--- config.mk ---
export PLATFORM = sky130hd
export DESIGN_NAME = ext_bus_sequencer
export DESIGN_NICKNAME = d
export VERILOG_FILES = /design/src/rtl/ext_bus_sequencer.sv
export SDC_FILE = /design/constraint.sdc
export NUM_CORES = 1
export LEC_CHECK = 0
export ABC_CLOCK_PERIOD_IN_PS = 2400
export BUFFER_PORTS_ARGS = -buffer_cell sky130_fd_sc_hd__clkbuf_2
export CORE_MARGIN = 3
export CORE_UTILIZATION = 49
export CTS_CLUSTER_SIZE = 10
export DETAILED_ROUTE_END_ITERATION = 16
export PLACE_DENSITY = 0.78
export RECOVER_POWER = 25
export SLEW_MARGIN = 25
export SYNTH_ARGS = -nofsm -noshare
export SYNTH_HDL_FRONTEND = slang
export SYNTH_SLANG_ARGS = --single-unit
--- constraint.sdc ---
create_clock -name clk -period 2.4 [get_ports clk]
set_clock_uncertainty 0.05 [all_clocks]
set_input_delay 0.12 -clock clk [delete_from_list [all_inputs] [get_ports clk]]
set_output_delay 0.12 -clock clk [all_outputs]
set_load 0.01 [all_outputs]
--- src/rtl/ext_bus_sequencer.sv ---
module ext_bus_sequencer #(
  parameter int WAIT_W = 4
) (
  input  logic              clk,
  input  logic              rst_n,
  input  logic              cfg_bus_en,
  input  logic [1:0]        cfg_bus_type,
  input  logic              cfg_seg_en,
  input  logic [WAIT_W-1:0] cfg_waits,
  input  logic              req_valid,
  input  logic              req_write,
  input  logic [23:0]       req_addr,
  input  logic [15:0]       req_wdata,
  input  logic [1:0]        req_be,
  output logic              req_ready,
  output logic              rsp_done,
  output logic              rsp_err,
  output logic [15:0]       rsp_rdata,
  output logic [15:0]       ad_out,
  output logic              ad_oe_lo,
  output logic              ad_oe_hi,
  input  logic [15:0]       ad_in,
  output logic [15:0]       addr_out,
  output logic [7:0]        upa_out,
  output logic              upa_oe,
  output logic              ale,
  output logic              rd_n,
  output logic              wr_n,
  output logic              wrl_n,
  output logic              wrh_n
);

  typedef enum logic [2:0] {
    ST_IDLE, ST_ALE, ST_LATCH, ST_SETUP, ST_CMD, ST_TURN
  } state_t;

  state_t            st;
  logic              wide_q, mux_q, seg_q, wr_q, phase_q;
  logic [WAIT_W-1:0] waits_q, wcnt;
  logic [23:1]       addr_q;
  logic [15:0]       wdata_q, rdata_q;
  logic [1:0]        be_q;

  logic        bad, accept, two_q, lane, last_piece, addr_ph, data_ph, strobe_ph;
  logic [15:0] off;
  logic [7:0]  bdata;

  assign bad    = !cfg_bus_en || (req_be == 2'b00) ||
                  (!cfg_seg_en && (req_addr[23:16] != 8'h00));
  assign accept = (st == ST_IDLE) && req_valid && !bad;

  assign req_ready = (st == ST_IDLE);
  assign rsp_err   = (st == ST_IDLE) && req_valid && bad;

  assign two_q      = !wide_q && (be_q == 2'b11);
  assign lane       = wide_q ? 1'b0 : ((be_q == 2'b10) ? 1'b1 : phase_q);
  assign last_piece = !two_q || phase_q;
  assign rsp_done   = (st == ST_TURN) && last_piece;
  assign rsp_rdata  = rdata_q;

  assign off   = {addr_q[15:1], lane};
  assign bdata = lane ? wdata_q[15:8] : wdata_q[7:0];

  assign addr_ph   = mux_q && (st == ST_ALE || st == ST_LATCH);
  assign data_ph   = (st == ST_SETUP) || (st == ST_CMD) || (st == ST_TURN);
  assign strobe_ph = (st == ST_CMD);

  always_comb begin
    ad_out = 16'h0000;
    if (addr_ph)
      ad_out = off;
    else if (data_ph)
      ad_out = wide_q ? wdata_q : {(mux_q ? off[15:8] : 8'h00), bdata};
  end

  assign ad_oe_lo = addr_ph || (data_ph && wr_q);
  assign ad_oe_hi = addr_ph || (data_ph && (wide_q ? wr_q : mux_q));

  assign addr_out = mux_q ? 16'h0000 : off;
  assign upa_out  = seg_q ? addr_q[23:16] : 8'h00;
  assign upa_oe   = seg_q;

  assign ale   = (st == ST_ALE);
  assign rd_n  = !(strobe_ph && !wr_q);
  assign wr_n  = !(strobe_ph && wr_q && !wide_q);
  assign wrl_n = !(strobe_ph && wr_q && wide_q && be_q[0]);
  assign wrh_n = !(strobe_ph && wr_q && wide_q && be_q[1]);

  always_ff @(posedge clk or negedge rst_n) begin
    if (!rst_n) begin
      st      <= ST_IDLE;
      wide_q  <= 1'b0;
      mux_q   <= 1'b0;
      seg_q   <= 1'b0;
      wr_q    <= 1'b0;
      phase_q <= 1'b0;
      waits_q <= '0;
      wcnt    <= '0;
      addr_q  <= '0;
      wdata_q <= '0;
      rdata_q <= '0;
      be_q    <= '0;
    end else begin
      case (st)
        ST_IDLE: if (accept) begin
          wide_q  <= cfg_bus_type[1];
          mux_q   <= cfg_bus_type[0];
          seg_q   <= cfg_seg_en;
          waits_q <= cfg_waits;
          wr_q    <= req_write;
          addr_q  <= req_addr[23:1];
          wdata_q <= req_wdata;
          be_q    <= req_be;
          phase_q <= 1'b0;
          rdata_q <= '0;
          st      <= cfg_bus_type[0] ? ST_ALE : ST_SETUP;
        end
        ST_ALE:   st <= ST_LATCH;
        ST_LATCH: st <= ST_SETUP;
        ST_SETUP: begin
          wcnt <= waits_q;
          st   <= ST_CMD;
        end
        ST_CMD: begin
          if (wcnt == '0) begin
            st <= ST_TURN;
            if (!wr_q) begin
              if (wide_q)
                rdata_q <= ad_in & {{8{be_q[1]}}, {8{be_q[0]}}};
              else if (lane)
                rdata_q[15:8] <= ad_in[7:0];
              else
                rdata_q[7:0] <= ad_in[7:0];
            end
          end else begin
            wcnt <= wcnt - 1'b1;
          end
        end
        ST_TURN: begin
          if (last_piece) begin
            st <= ST_IDLE;
          end else begin
            phase_q <= 1'b1;
            st      <= mux_q ? ST_ALE : ST_SETUP;
          end
        end
        default: st <= ST_IDLE;
      endcase
    end
  end

endmodule

==> flow_summary.json <==
{
  "synth_edf_count": 0,
  "hpwl_um": 6690,
  "start_kind": "register",
  "avgSynthCellArea_um2": 11.4,
  "slew_headroom_pct": 39.9,
  "post_route_cells_drive_above_1_share_pct": 40.2,
  "netlist_area_mm2": 0.00363,
  "drtPass1Iterations": 4,
  "fin_crit_ns": 2.28,
  "yosys-top-cells-area": "dfrtp_1 50%, mux2_2 17%, mux2i_1 4.1%",
  "synth_fp_nets": 391,
  "met3_usage_pct": 3.86,
  "gp_congestion": 0.865,
  "clockBufferDepth": 2,
  "dp.cells": 550,
  "wl_um": 10000,
  "placed_area_mm2": 0.00449,
  "dpl_worst_slack_ns": 0.178,
  "cap_violations": 0,
  "cp_data_required_time_ns": 2.23,
  "path_class": "register to primary output",
  "viasPerCell": 5.19,
  "ys_seq_area_share_pct": 50.4,
  "async_flop_share_pct": 100,
  "hold_violations": 0,
  "finalCritPeriodShare_pct": 95.0,
  "finish.utilization_pct": 75.8,
  "cp.arrival_ns": 2.11,
  "use_met2_pct": 43.7,
  "tightestPinTransition_ns": 0.901,
  "clock_latency_ns": 0.34,
  "vias": 3234,
  "gr-total-overflow": 0,
  "cts_inserted_buffers": 9,
  "path_clk_slew_ns": 0.07,
  "setup_ws_ns": 0.120,
  "syn_to_final_growth_pct": 45.9,
  "place.port_buffers": 135,
  "endpoint_kind": "primary output",
  "grt_pass1_wl_um": 16400,
  "setup_viol": 0,
  "path_cells": "inv_1 -> and3_1 -> nor2_1 -> buf_4 -> nor2b_1 -> buf_4 -> a22o_1 -> clkbuf_2",
  "dieArea_mm2": 0.00847,
  "routedWlPerCell_um": 16.1,
  "cts_max_level": 3,
  "syn_inst": 319,
  "crit_top_cell": "buf_4",
  "grt_max_degree": 74,
  "grt_pass1_vias": 3401,
  "fin_cells": 623,
  "dr.first_iter.drc_count": 160,
  "power_leakage_nw": 2.54,
  "slowest_stage": "dfrtp_2",
  "clock-sinks": 73,
  "coreArea_mm2": 0.00698,
  "cts_tree": "yes",
  "antenna_found_initial": 0,
  "die_y_um": 92.0,
  "max_freq_mhz": 439,
  "post_cts_buffers": 0,
  "fin_nets": 595,
  "ys.flop_type": "dfrtp_1",
  "fin_area_mm2": 0.00529,
  "ys_ff_latch": 73,
  "drcViolationCount": 0,
  "n_antenna_cell": 0,
  "synth_warnings": 0,
  "grt_usage_pct": 24.4,
  "hold_class": "primary input to register",
  "start_util_pct": 52.0,
  "critPathMaxFanout": 9,
  "slowest_delay_ns": 0.45,
  "num_rows": 30,
  "timing.setup.tns_ns": 0,
  "status": "complete, no violations",
  "pwr_density_cell_mw_per_mm2": 1160,
  "yosys-top-cells-count": "73 x dfrtp_1, 56 x mux2_2, 23 x nand2_1",
  "ant_nets": 0,
  "root_buffer": "clkbuf_8",
  "drv_slew": 0,
  "vdd_drop_max_v": 0.000629,
  "synth_cell_types": 35,
  "yosysTopAreaCellShare_pct": 50.4,
  "grt_busiest_layer": "met2",
  "rsz0062_at_grt": "false",
  "die_w_um": 92.0,
  "ios": 137,
  "yosysMostFrequentCell": "dfrtp_1",
  "yosys.area.top_type": "dfrtp_1",
  "fillers": 496,
  "use_met1_pct": 29.0
}
==> sequential cells by signal (all words and copies together), names as in the netlist, 2 cells and up <==
register,flops
addr_q,23
be_q,2
rsp_rdata,16
st,3
waits_q,4
wcnt,4
wdata_q,16
==> cell families (layout without fill, tap and decap cells) <==
| family | after synthesis | count (layout) | share of synthesized area (%) |
|---|---|---|---|
| simple gates | 87 | 87 | 12.7 |
| flops | 73 | 73 | 50.4 |
| mux | 71 | 71 | 21.5 |
| compound gates | 54 | 54 | 11.0 |
| buf+inv | 31 | 239 | 3.45 |
| fa+ha+maj | 2 | 2 | 0.690 |
| xor+xnor | 1 | 1 | 0.242 |
==> cell type report <==
type	count	area, um^2	share of cell area (%)
Multi-Input combinational cell	215	1710	32.3
Clock inverter	3	65.1	1.23
Inverter	16	60.1	1.13
Sequential cell	73	1830	34.5
Tap cell	96	120	2.27
Timing Repair Buffer	208	1370	25.8
Clock buffer	12	145	2.74
==> power by group <==
group          internal [mW]  leakage [nW]  total, mW  switching, mW
clock                  0.608         0.106       1.03          0.421
combinational           1.42          1.52       2.91           1.49
sequential              1.77         0.916       2.21          0.436
==> through the flow <==
step	power [mW]	hold WS (ns)
final	6.15	0.0809
after global routing	6.54	0.0883
after CTS	6.15	0.0646
after detailed placement	5.02	0.254
after global placement	4.92	0.261
after floorplan	3.91	-0.226
==> routing by layer <==
metal | share of wire, % | routed length [um] | up-vias
met5 | 0 | 0 | -
met4 | 2.9 | 287 | 0
met3 | 4.2 | 424 | 23
met2 | 54 | 5390 | 112
met1 | 39 | 3950 | 1571
li1 | - | - | 1528
==> placed cells by master (no fill, tap or decap), types with 6 or more instances in the layout <==
master         netlist  final
buf_4                0     14
a21oi_1             11     10
nor3_1               7      6
dlygate4sd3_1        0     58
and2_1               8      8
clkbuf_8             0     10
o21ai_0             15     15
a22o_1              16     16
nor2_1               8      8
clkbuf_2             0    117
inv_1               16     16
dfrtp_1             73     72
mux2_2              56     56
nor2b_1             17     17
mux2i_1             15     15
nand2_1             23     23
nand2b_1             6      6
clkbuf_1             6     19
==> final timing paths <==
path,start,endpoint,slack [ns],cells past startpoint
hold / removal,ad_in[15],rsp_rdata[15],0.08,3
min in group asynchronous,rst_n,addr_q[16],0.38,2
setup / recovery,st[2],ad_out[9],0.12,8
max in group asynchronous,rst_n,st[2],1.27,2
setup reg to reg,wcnt[0],rsp_rdata[11],0.21,7
hold reg to reg,addr_q[22],addr_q[22],0.45,1
==> what timing repair did <==
| action | in CTS | in global routing |
|---|---|---|
| endpoints found under the hold margin | 130 | 0 |
| hold buffers | 58 | 0 |
| pin swaps | 0 | 2 |
| endpoints found under the setup margin | 8 | 25 |
| resized for setup | 1 | 6 |
==> critical path: cells and delay by family (launching register included) <==
family | cells | cell delay, ns
buf+inv | 4 | 0.64
compound gates | 1 | 0.19
simple gates | 3 | 0.49
flops | 1 | 0.45
No activity file was read; power rests on OpenSTA's default activity.
